<file path="config.mk">
export PLATFORM = sky130hd
export DESIGN_NAME = busStateCtl
export DESIGN_NICKNAME = d
export VERILOG_FILES = /design/src/rtl/busStatePkg.sv /design/src/rtl/busStateDp.sv /design/src/rtl/busStateCtl.sv
export SDC_FILE = /design/constraint.sdc
export NUM_CORES = 1
export LEC_CHECK = 0
export BUFFER_PORTS_ARGS = -buffer_cell sky130_fd_sc_hd__buf_2
export CAP_MARGIN = 40
export CORE_MARGIN = 2
export CORE_UTILIZATION = 50
export CTS_CLUSTER_SIZE = 40
export DETAILED_ROUTE_END_ITERATION = 8
export PLACE_DENSITY = 0.79
export SYNTH_ARGS = -nofsm -noshare
export SYNTH_HDL_FRONTEND = slang
export SYNTH_SLANG_ARGS = --single-unit
</file>
<file path="constraint.sdc">
create_clock -name clk -period 1.9 [get_ports clk]
set_clock_uncertainty 0.15 [all_clocks]
set_input_delay 0.38 -clock clk [delete_from_list [all_inputs] [get_ports clk]]
set_output_delay 0.38 -clock clk [all_outputs]
set_load 0.005 [all_outputs]
</file>
<file path="src/rtl/busStatePkg.sv">
package busStatePkg;
  localparam int AREAS   = 8;
  localparam int DW      = 8;
  localparam int WBITS   = 2;
  localparam int AREA_W  = $clog2(AREAS);
  localparam int SHORT_ST = 2;
  localparam int LONG_ST  = 3;
  localparam int INT_ST   = 2;
  localparam int MAX_LEN  = LONG_ST + (1 << WBITS) - 1;
  localparam int LEN_W    = $clog2(MAX_LEN + 1);

  typedef enum logic [1:0] {
    SEL_AST  = 2'd0,
    SEL_WHI  = 2'd1,
    SEL_WLO  = 2'd2,
    SEL_NONE = 2'd3
  } regSelT;

  typedef struct packed {
    logic startAcc;
    logic stepAcc;
  } accStrobeT;
endpackage

</file>
<file path="src/rtl/busStateDp.sv">
module busStateDp
  import busStatePkg::*;
(
  input  logic              clk,
  input  logic              rstN,
  input  logic              hwStandby,
  input  logic              swStandby,
  input  logic [1:0]        regSel,
  input  logic              regWrEn,
  input  logic [DW-1:0]     regWrData,
  output logic [DW-1:0]     regRdData,
  input  logic [AREA_W-1:0] reqArea,
  input  logic              reqExternal,
  input  accStrobeT         ctl,
  output logic              lastState,
  output logic              extLatched
);
  localparam logic [DW-1:0] INIT = '1;

  logic [DW-1:0]      astReg, waitHiReg, waitLoReg;
  logic [2*DW-1:0]    waitAll;
  logic [WBITS-1:0]   waitOf [AREAS];
  logic [LEN_W-1:0]   lenNext, lenReg, cnt;

  assign waitAll = {waitHiReg, waitLoReg};

  for (genvar a = 0; a < AREAS; a++) begin : g_wait
    assign waitOf[a] = waitAll[a*WBITS +: WBITS];
  end

  always_ff @(posedge clk or negedge rstN) begin
    if (!rstN) begin
      astReg    <= INIT;
      waitHiReg <= INIT;
      waitLoReg <= INIT;
    end else if (hwStandby) begin
      astReg    <= INIT;
      waitHiReg <= INIT;
      waitLoReg <= INIT;
    end else if (regWrEn && !swStandby) begin
      case (regSel)
        SEL_AST: astReg    <= regWrData;
        SEL_WHI: waitHiReg <= regWrData;
        SEL_WLO: waitLoReg <= regWrData;
        default: ;
      endcase
    end
  end

  always_comb begin
    case (regSel)
      SEL_AST: regRdData = astReg;
      SEL_WHI: regRdData = waitHiReg;
      SEL_WLO: regRdData = waitLoReg;
      default: regRdData = '0;
    endcase
  end

  always_comb begin
    if (!reqExternal)
      lenNext = LEN_W'(INT_ST);
    else if (astReg[reqArea])
      lenNext = LEN_W'(LONG_ST) + LEN_W'(waitOf[reqArea]);
    else
      lenNext = LEN_W'(SHORT_ST);
  end

  always_ff @(posedge clk or negedge rstN) begin
    if (!rstN) begin
      lenReg     <= '0;
      cnt        <= '0;
      extLatched <= 1'b0;
    end else if (ctl.startAcc) begin
      lenReg     <= lenNext;
      cnt        <= LEN_W'(1);
      extLatched <= reqExternal;
    end else if (ctl.stepAcc) begin
      cnt <= cnt + LEN_W'(1);
    end
  end

  assign lastState = (cnt == lenReg);
endmodule

</file>
<file path="src/rtl/busStateCtl.sv">
module busStateCtlFsm
  import busStatePkg::*;
(
  input  logic      clk,
  input  logic      rstN,
  input  logic      hwStandby,
  input  logic      swStandby,
  input  logic      reqValid,
  input  logic      lastState,
  output accStrobeT ctl,
  output logic      active,
  output logic      finish
);
  typedef enum logic {IDLE, RUN} fsmT;
  fsmT state, stateNext;

  assign active = (state == RUN);
  assign finish = active && lastState;

  always_comb begin
    ctl.startAcc = (state == IDLE) && reqValid && !hwStandby && !swStandby;
    ctl.stepAcc  = active && !lastState && !hwStandby;
    stateNext    = state;
    if (hwStandby)        stateNext = IDLE;
    else if (ctl.startAcc) stateNext = RUN;
    else if (finish)       stateNext = IDLE;
  end

  always_ff @(posedge clk or negedge rstN) begin
    if (!rstN) state <= IDLE;
    else       state <= stateNext;
  end
endmodule

module busStateCtl
  import busStatePkg::*;
(
  input  logic              clk,
  input  logic              rstN,
  input  logic              hwStandby,
  input  logic              swStandby,
  input  logic [1:0]        regSel,
  input  logic              regWrEn,
  input  logic [DW-1:0]     regWrData,
  output logic [DW-1:0]     regRdData,
  input  logic              reqValid,
  input  logic [AREA_W-1:0] reqArea,
  input  logic              reqExternal,
  output logic              busy,
  output logic              strobe,
  output logic              done
);
  accStrobeT ctl;
  logic lastState, extLatched, active, finish;

  busStateCtlFsm i_fsm (
    .clk(clk), .rstN(rstN), .hwStandby(hwStandby), .swStandby(swStandby),
    .reqValid(reqValid), .lastState(lastState), .ctl(ctl),
    .active(active), .finish(finish)
  );

  busStateDp i_dp (
    .clk(clk), .rstN(rstN), .hwStandby(hwStandby), .swStandby(swStandby),
    .regSel(regSel), .regWrEn(regWrEn), .regWrData(regWrData),
    .regRdData(regRdData), .reqArea(reqArea), .reqExternal(reqExternal),
    .ctl(ctl), .lastState(lastState), .extLatched(extLatched)
  );

  assign busy   = active;
  assign strobe = active && extLatched;
  assign done   = finish;
endmodule

</file>
Word level (Yosys, flattened, before mapping)
Cells that the tools add are included.
{ "op_classes": {"n_lt_le_gt_ge": 2, "n_mux": 22, "bitwise": 2, "n_reduce_logical": 21, "addsub": 2, "eq_ne": 3} }
{ "op_table": {"columns": ["operator", "count"], "rows": [
  ["8-bit 2-to-1 mux", 9],
  ["8-bit case mux with 3 select lines", 1],
  ["3-bit 2-to-1 mux", 4],
  ["2-bit nonzero test", 5],
  ["1-bit logical AND", 8],
  ["2-bit binary-select mux with 3-bit select", 1],
  ["2-bit AND reduction", 3],
  ["4-bit >= comparator, second input constant", 1],
  ["3-bit by 4-bit < comparator with 1-bit output, second input constant", 1],
  ["1-bit 2-to-1 mux", 4],
  ["2-bit 2-to-1 mux", 2],
  ["3-bit NOT with 4-bit output", 1],
  ["2-bit by 2-bit adder with 3-bit output, first input constant", 1],
  ["3-bit by 1-bit adder with 3-bit output, second input constant", 1],
  ["1-bit binary-select mux with 3-bit select", 1],
  ["3-bit equality test", 1],
  ["1-bit logical NOT", 3],
  ["3-bit nonzero test", 1],
  ["2-bit by 1-bit equality test with 1-bit output, second input constant", 1],
  ["2-bit equality test, second input constant", 1],
  ["2-bit logical NOT", 1],
  ["1-bit NOT", 1]
]} }
{ "word_totals": {"in_bits": 20, "wordCells": 59, "reg_bits": 32} }

Logic depth before layout (Yosys ltp)
Gate-level depths: netlist (run 1).
{ "logic_depth": {"word_depth": 7, "ltp_mapped": 7, "ltp_nobuf": 5} }

Modules after synthesis
From an unflattened synthesis (run 1), not the netlist that was laid out.
{ "unflattened": {"hier_cells": 159, "area_unflattened_um2": 1920.6} }
{ "modules_own_cells": {"columns": ["mod", "n_inst", "cells_per_inst", "area_each_um2"], "rows": [
  ["busStateDp", 1, 153, 1840.5],
  ["busStateCtlFsm", 1, 5, 73.8],
  ["busStateCtl", 1, 1, 6.3]
]} }

Worst setup path after synthesis (run 1)
No wires, ideal clock.
{ "synth_path": {"path_kind": "input -> register", "startpoint": "input reqArea[1]", "endpoint": "register i_dp.lenReg[2]", "n_path_buf": 1, "stages": 6, "t_required_ns": 1.629, "t_arrival_ns": 1.598, "setup_slack_ns": 0.031, "cell_sequence": "buf_2 -> mux4_2 -> mux2i_1 -> ha_1 -> inv_1 -> a22o_1"} }
{ "synth_via": {"elab_chain_len": 7, "elab_cells_between_ends": 9} }
{ "synth_rtl": {"columns": ["item", "line_no", "source"], "rows": [
  ["start: declaration", "busStateCtl.sv:47", "input logic [AREA_W-1:0] reqArea,"],
  ["3-bit NOT with 4-bit output (not written as such)", "busStateDp.sv:63", "lenNext = LEN_W'(LONG_ST) + LEN_W'(waitOf[reqArea]);"],
  ["2-bit binary-select mux with 3-bit select", "busStateDp.sv:63", null],
  ["2-bit 2-to-1 mux (not written as such) (2 in series)", "busStateDp.sv:63", null],
  ["2-bit by 2-bit adder with 3-bit output", "busStateDp.sv:63", null],
  ["3-bit 2-to-1 mux (*)", "busStateDp.sv:62", "else if (astReg[reqArea])"],
  ["3-bit 2-to-1 mux (*)", "busStateDp.sv:60", "if (!reqExternal)"],
  ["end signal: assignment", "busStateDp.sv:74", "lenReg <= lenNext;"],
  ["end: declaration", "busStateDp.sv:23", "logic [LEN_W-1:0] lenNext, lenReg, cnt;"]
]} }
Every way passes the cells marked *; elsewhere a longest branch is shown, timed or not. The select of a mux whose other input is x is not followed.
A chain may end at the register's enable or synchronous reset.

Worst setup path in the final report (run 1)
{ "layout_path": {"startpoint": "input regSel[0]", "endpoint": "output regRdData[2]"} }
{ "layout_via": {"elab_chain_len": 2, "elab_cells_between_ends": 4} }
{ "layout_rtl": {"columns": ["item", "line_no", "source"], "rows": [
  ["start: declaration", "busStateCtl.sv:42", "input logic [1:0] regSel,"],
  ["2-bit equality test, or another cell as far along", "busStateDp.sv:51", "case (regSel)"],
  ["8-bit case mux with 3 select lines (*)", "busStateDp.sv:51", null],
  ["end: declaration", "busStateCtl.sv:45", "output logic [DW-1:0] regRdData,"]
]} }
Every way passes the cells marked *; elsewhere a longest branch is shown, timed or not.

==> metrics, run 1 <==
status=complete, but fails checks; failing checks=negative hold slack; PortBufs=30; drt wl/cell=16.4 um; Die X-Extent=65.0 um; crit path kind=in2out; die area=0.00423 mm^2; Comb power frac=19.4%; EDFF count, synth=0; Post-DP Area=0.00209 mm^2; H-tree levels=2; Syn-to-layout area delta=17.4%; vias in the first global route=1,400; Antenna diodes=0; Placed Cells=247; hpwl dp=3140 um; CTS tree=yes; Layout Cells excl Fill=255; RSZ-0062 raised after global routing=no; Pleak=0.932 nW; Critical Path AT=1.22 ns; Core Util, Final=60.2%; fmax=570 MHz; Netlist cell types=31; final instance area=0.00219 mm^2; Seq pwr share=49.2%; commonest non-fill, non-tap cell in the layout=nand2_1; P_int=0.00122 W; Peak supply drop=520 uV; Detailed Routing Iterations Pass 1=4; Tmin final=1.75 ns; Avg Cell Area, Syn=11.0 um^2; hold-fix buffers at CTS=0; Worst Hold Slack=-0.0107 ns; GRT Resource Usage Total=22.8%; global-route wire length before repair=7050 um; #FFs+latches synth=32; Tcrit/Tclk final=92.3%; clk root buf=clkbuf_8; Final ANT Viol Nets=0; max-slew violations=0; Max-cap violations=0; grt ovf=0; largest net degree at the start of global routing=33; Core Area=0.00363 mm^2; Post-Synthesis Cells=170; drt total wl=4180 um; drt via density=5.40; sw frac=27.1%; die height=65.0 um; layout cells sized above 1=39.1%; data required time of the worst path=1.37 ns; clk buf depth=2; critical path capture point type=output port; Synth warnings=0; Post-synth ARST share=100%; vias=1,378; GPL Wtd Cong=0.801; Max-slew headroom=53.9%; clock-pin slew on the worst setup and hold paths=0.06 ns; PwrDens=763 mW/mm^2; number of remaining DRC errors=0; crit path max fanout=11; Seq/Total Area, Yosys=44.6%; fin nets=228; starting density of the core=51.3%; Post-synth top flop=dfstp_2; P_sw=0.000453 W; Hold WC Path Type=in2async; Mapped Area=0.00186 mm^2; Final Hold Fails=7; Num CTS Buffers=5; syn_nets=192; Clk pwr share=31.4%; crit path launch type=input port; final setup vio count=0; initial antenna violation count=0; initial DRC count=40; Core Rows=22; worst-skew pair later-pin latency=0.28 ns; commonest cells after routing, fill and taps aside=nand2_1 (31), buf_2 (30), dfstp_2 (24), nor2b_1 (17), a211o_1 (16); fillers=334; actual slew at the worst max-slew pin=0.692 ns; Sink Count=32; io pins=31
-- worst paths after layout --
check / startpoint / end / slack [ns] / cells after the start
setup reg to reg: i_dp.waitLoReg[7]$_DFFE_PN1P_ / i_dp.lenReg[2]$_DFFE_PN0P_ / 0.18 / 5
min in group clk: reqExternal / i_dp.extLatched$_DFFE_PN0P_ / 0.18 / 3
hold / removal: rstN / i_dp.lenReg[1]$_DFFE_PN0P_ / -0.01 / 1
max in group asynchronous: rstN / i_dp.extLatched$_DFFE_PN0P_ / 1.16 / 1
setup / recovery: regSel[0] / regRdData[2] / 0.15 / 6
hold reg to reg: i_dp.extLatched$_DFFE_PN0P_ / i_dp.extLatched$_DFFE_PN0P_ / 0.33 / 2
-- flip-flops by register name, indices dropped and copies added, names as in the netlist --
signal	count
i_fsm.active	1
i_dp.lenReg	3
i_dp.extLatched	1
i_dp.waitHiReg	8
i_dp.cnt	3
i_dp.waitLoReg	8
i_dp.astReg	8
-- metal layers --
metal,wire length [um],up-vias,global-route usage [%],part of all wire [%]
met3,167,6,4.86,4.0
met4,76,0,8.59,1.8
met2,2030,30,38.0,48
met5,0,-,0,0
li1,-,677,-,-
met1,1910,665,29.3,46
-- layout make-up --
type	count	area [um^2]	share of cell area [%]
Multi-Input combinational cell	124	957	43.8
Sequential cell	32	831	38.0
Timing Repair Buffer	40	238	10.9
Clock buffer	8	90.1	4.12
Tap cell	48	60.1	2.75
Inverter	3	11.3	0.515
-- per-stage QoR --
| stage | total power (W) | worst slack (ns) | setup TNS [ns] |
|---|---|---|---|
| floorplan | 0.00103 | 0.0311 | 0 |
| global placement | 0.00114 | 0.0289 | 0 |
| detailed placement | 0.00115 | -0.0314 | -0.0314 |
| CTS | 0.00168 | 0.115 | 0 |
| global route | 0.00177 | 0.0726 | 0 |
| finish | 0.00167 | 0.145 | 0 |
-- worst max-delay path: stages --
cell     delay (ns)
buf_2          0.21
nor2b_1        0.19
buf_4          0.16
nand2_1        0.05
o21ai_1        0.10
buf_2          0.14
-- repair_timing --
item                       in CTS  in global routing
gates resized for setup         0                  1
setup endpoints to repair       0                  1
setup buffers                   0                  0
-- cells in the mapped netlist (2+ instances only) --
cell | number | share of area, %
nand2_1 | 31 | 6.2
dfstp_2 | 24 | 34
nor2b_1 | 17 | 5.7
a211o_1 | 16 | 7.5
mux2i_1 | 12 | 6.4
nand3b_1 | 9 | 3.6
dfrtp_1 | 8 | 11
o21ai_1 | 8 | 2.1
buf_2 | 6 | 1.6
mux4_2 | 5 | 6.0
inv_1 | 3 | 0.60
nor2_1 | 3 | 0.60
xnor2_1 | 3 | 1.4
a21oi_1 | 2 | 0.54
a22o_1 | 2 | 0.94
a311oi_2 | 2 | 1.6
buf_4 | 2 | 0.81
buf_6 | 2 | 1.2
ha_1 | 2 | 1.3
nor4b_4 | 2 | 2.6
-- power by group through the flow --
stage                     clock [W]  combinational, W  sequential [W]
after global routing       0.000578          0.000361        0.000829
after global placement            0          0.000310        0.000826
after detailed placement          0          0.000319        0.000828
after floorplan                   0          0.000219        0.000811
after CTS                  0.000543          0.000322        0.000817
final                      0.000524          0.000324        0.000820
-- kinds of logic (layout without fill, tap and decap cells) --
logic type	count (synthesis)	in the layout	share of synthesized area [%]
flip-flops	32	32	44.6
buffers and inverters	14	51	4.43
AO/OA/AOI/OAI	32	32	13.5
AND/OR/NAND/NOR	69	69	21.6
multiplexers	18	18	13.1
XOR/XNOR	3	3	1.41
adder cells (fa/ha/maj)	2	2	1.34
Note: power is estimated with default switching activity, not from simulation.
==> run 2: changes to the inputs <==
--- a/config.mk
+++ b/config.mk
@@ -11,6 +11,7 @@
 export CORE_UTILIZATION = 50
 export CTS_CLUSTER_SIZE = 40
 export DETAILED_ROUTE_END_ITERATION = 8
+export MAX_ROUTING_LAYER = met4
 export PLACE_DENSITY = 0.79
 export SYNTH_ARGS = -nofsm -noshare
 export SYNTH_HDL_FRONTEND = slang
==> run 2 against run 1 <==
  * The run still ends with negative hold slack left
  * Flip-flop and latch count did not move
  * Global-route usage is 0.59 points higher
  * Power about the same
  * Largest cell class unchanged
==> metrics, run 2 (synthesized netlist as in run 1, its figures left out) <==
die height=65.0 um (unchanged); crit path kind=in2out (unchanged); number of remaining DRC errors=0 (unchanged); CP Cell Sequence=buf_2 > nor2b_1 > buf_4 > nand2_1 > o21ai_1 > buf_2 (unchanged); CP top delay family=buffers and inverters (unchanged); GR peak layer=met2 (unchanged); commonest cells after routing, fill and taps aside=nand2_1 (31), buf_2 (30), dfstp_2 (24), nor2b_1 (17), a211o_1 (16) (unchanged); Final Hold Fails=7 (unchanged); Die X-Extent=65.0 um (unchanged); worst-skew pair later-pin latency=0.28 ns (about the same); io pins=31 (unchanged); fmax=569 MHz (was 570 MHz); cell mode on critical path=buf_2 (unchanged); Max-cap violations=0 (unchanged); Post CTS Setup Buffer Count=0 (unchanged); met2 GRT Util=38.0% (unchanged); Peak supply drop=520 uV (about the same); data required time of the worst path=1.37 ns (about the same); status=complete, but fails checks (unchanged); Tcrit/Tclk final=92.5% (was 92.3%); die area=0.00423 mm^2 (unchanged); Antenna diodes=0 (unchanged); Detailed Routing Iterations Pass 1=4 (unchanged); failing checks=negative hold slack (unchanged); GPL Wtd Cong=0.812 (was 0.801); drt wl/cell=16.4 um (about the same); CTS tree=yes (unchanged); hpwl dp=3140 um (unchanged); Core Area=0.00363 mm^2 (unchanged); Critical Path Source=regSel[0] (unchanged); fin nets=228 (unchanged); PwrDens=762 mW/mm^2 (was 763 mW/mm^2); drt via density=5.41 (was 5.40); top flop regs=i_dp.astReg (8), i_dp.waitHiReg (8), i_dp.waitLoReg (8) (unchanged); Crit-path slowest cell=buf_2 (unchanged); Sink Count=32 (unchanged); H-tree levels=2 (unchanged); PortBufs=30 (unchanged); final instance area=0.00219 mm^2 (unchanged); Pleak=0.932 nW (unchanged); RSZ-0062 raised after global routing=no (unchanged); clk buf depth=2 (unchanged); met1 GRT Util=29.2% (was 29.3%); Tmin final=1.76 ns (was 1.75 ns); Hold WC Path Type=in2async (unchanged); global-route wire length before repair=7040 um (was 7050 um); GRT Resource Usage Total=23.4% (was 22.8%); Critical Path AT=1.23 ns (was 1.22 ns); critical path capture point type=output port (unchanged); actual slew at the worst max-slew pin=0.693 ns (was 0.692 ns); layout cells sized above 1=39.1% (unchanged); grt ovf=0 (unchanged); met3 usage=4.86% (unchanged); max-slew violations=0 (unchanged); total power=0.00167 W (about the same); largest net degree at the start of global routing=33 (unchanged); RR Startpoint=i_dp.waitLoReg[7]$_DFFE_PN1P_ (unchanged); Core Rows=22 (unchanged); crit path max fanout=11 (unchanged); initial DRC count=40 (unchanged); clk root buf=clkbuf_8 (unchanged); Max-slew headroom=53.8% (was 53.9%); final setup vio count=0 (unchanged); fillers=334 (unchanged); crit path launch type=input port (unchanged); vias in the first global route=1,403 (was 1,400); initial antenna violation count=0 (unchanged); worst stage delay on the critical path=0.21 ns (about the same); WP buf/inv=3 (unchanged); Syn-to-layout area delta=17.4% (unchanged); Final ANT Viol Nets=0 (unchanged); vias=1,380 (was 1,378); Worst Hold Slack=-0.00873 ns (was -0.0107 ns); drt total wl=4180 um (about the same); commonest non-fill, non-tap cell in the layout=nand2_1 (unchanged); Post-DP Area=0.00209 mm^2 (unchanged); clock-pin slew on the worst setup and hold paths=0.06 ns (about the same); Num CTS Buffers=5 (unchanged); starting density of the core=51.3% (unchanged)
## run 2: area by class of cell
| class | instances | area (um^2) | area share, % |
|---|---|---|---|
| well taps | 48 | 60.1 | 2.75 |
| repair buffers | 40 | 238 | 10.9 |
| flip-flops and latches | 32 | 831 | 38.0 |
| inverters | 3 | 11.3 | 0.515 |
| multi-input cells | 124 | 957 | 43.8 |
| clock buffers | 8 | 90.1 | 4.12 |
## run 2: worst reg2reg max path, cell delays in order (launching register included)
cell and delay (ns):
dfstp_2 0.38, mux4_2 0.47, mux2i_1 0.22, ha_1 0.18, inv_1 0.03, a22o_1 0.18
## run 2: final timing paths
check	end	slack, ns	cells past startpoint
worst max register to register	i_dp.lenReg[2]$_DFFE_PN0P_	0.18	5
max in group asynchronous	i_dp.extLatched$_DFFE_PN0P_	1.16	1
worst max-delay path	regRdData[4]	0.14	6
min in group clk	i_dp.extLatched$_DFFE_PN0P_	0.18	3
worst min register to register	i_dp.extLatched$_DFFE_PN0P_	0.33	2
worst min-delay path	i_dp.cnt[1]$_DFFE_PN0P_	-0.009	1
## run 2: per-layer routing
metal  up-vias  wire length, um  share of wire, %
met4         0               79               1.9
met2        32             2020                48
met1       665             1920                46
li1        677                -                 -
met3         6              153               3.7
met5         -                0                 0
## run 2: repair_timing
| item | CTS | global route |
|---|---|---|
| resized for setup | 0 | 1 |
| hold buffers | 0 | 0 |
| endpoints found under the setup margin | 0 | 1 |
## run 2: power by group
| part | internal, W | switching [W] | leakage [nW] |
|---|---|---|---|
| combinational | 0.000161 | 0.000163 | 0.536 |
| clock | 0.000295 | 0.000228 | 0.0455 |
| sequential | 0.000759 | 0.0000614 | 0.351 |
## run 2: stage by stage
| step | setup slack, ns | util [%] | std cells | setup TNS (ns) |
|---|---|---|---|---|
| 2_1_floorplan | 0.0311 | - | 170 | 0 |
| 3_3_place_gp | 0.0289 | 57.5 | 247 | 0 |
| 3_5_place_dp | -0.0314 | 57.5 | 247 | -0.0314 |
| 6_report | 0.142 | 60.2 | 255 | 0 |
| 5_1_grt | 0.0726 | 60.2 | 255 | 0 |
| 4_1_cts | 0.115 | 60.0 | 255 | 0 |
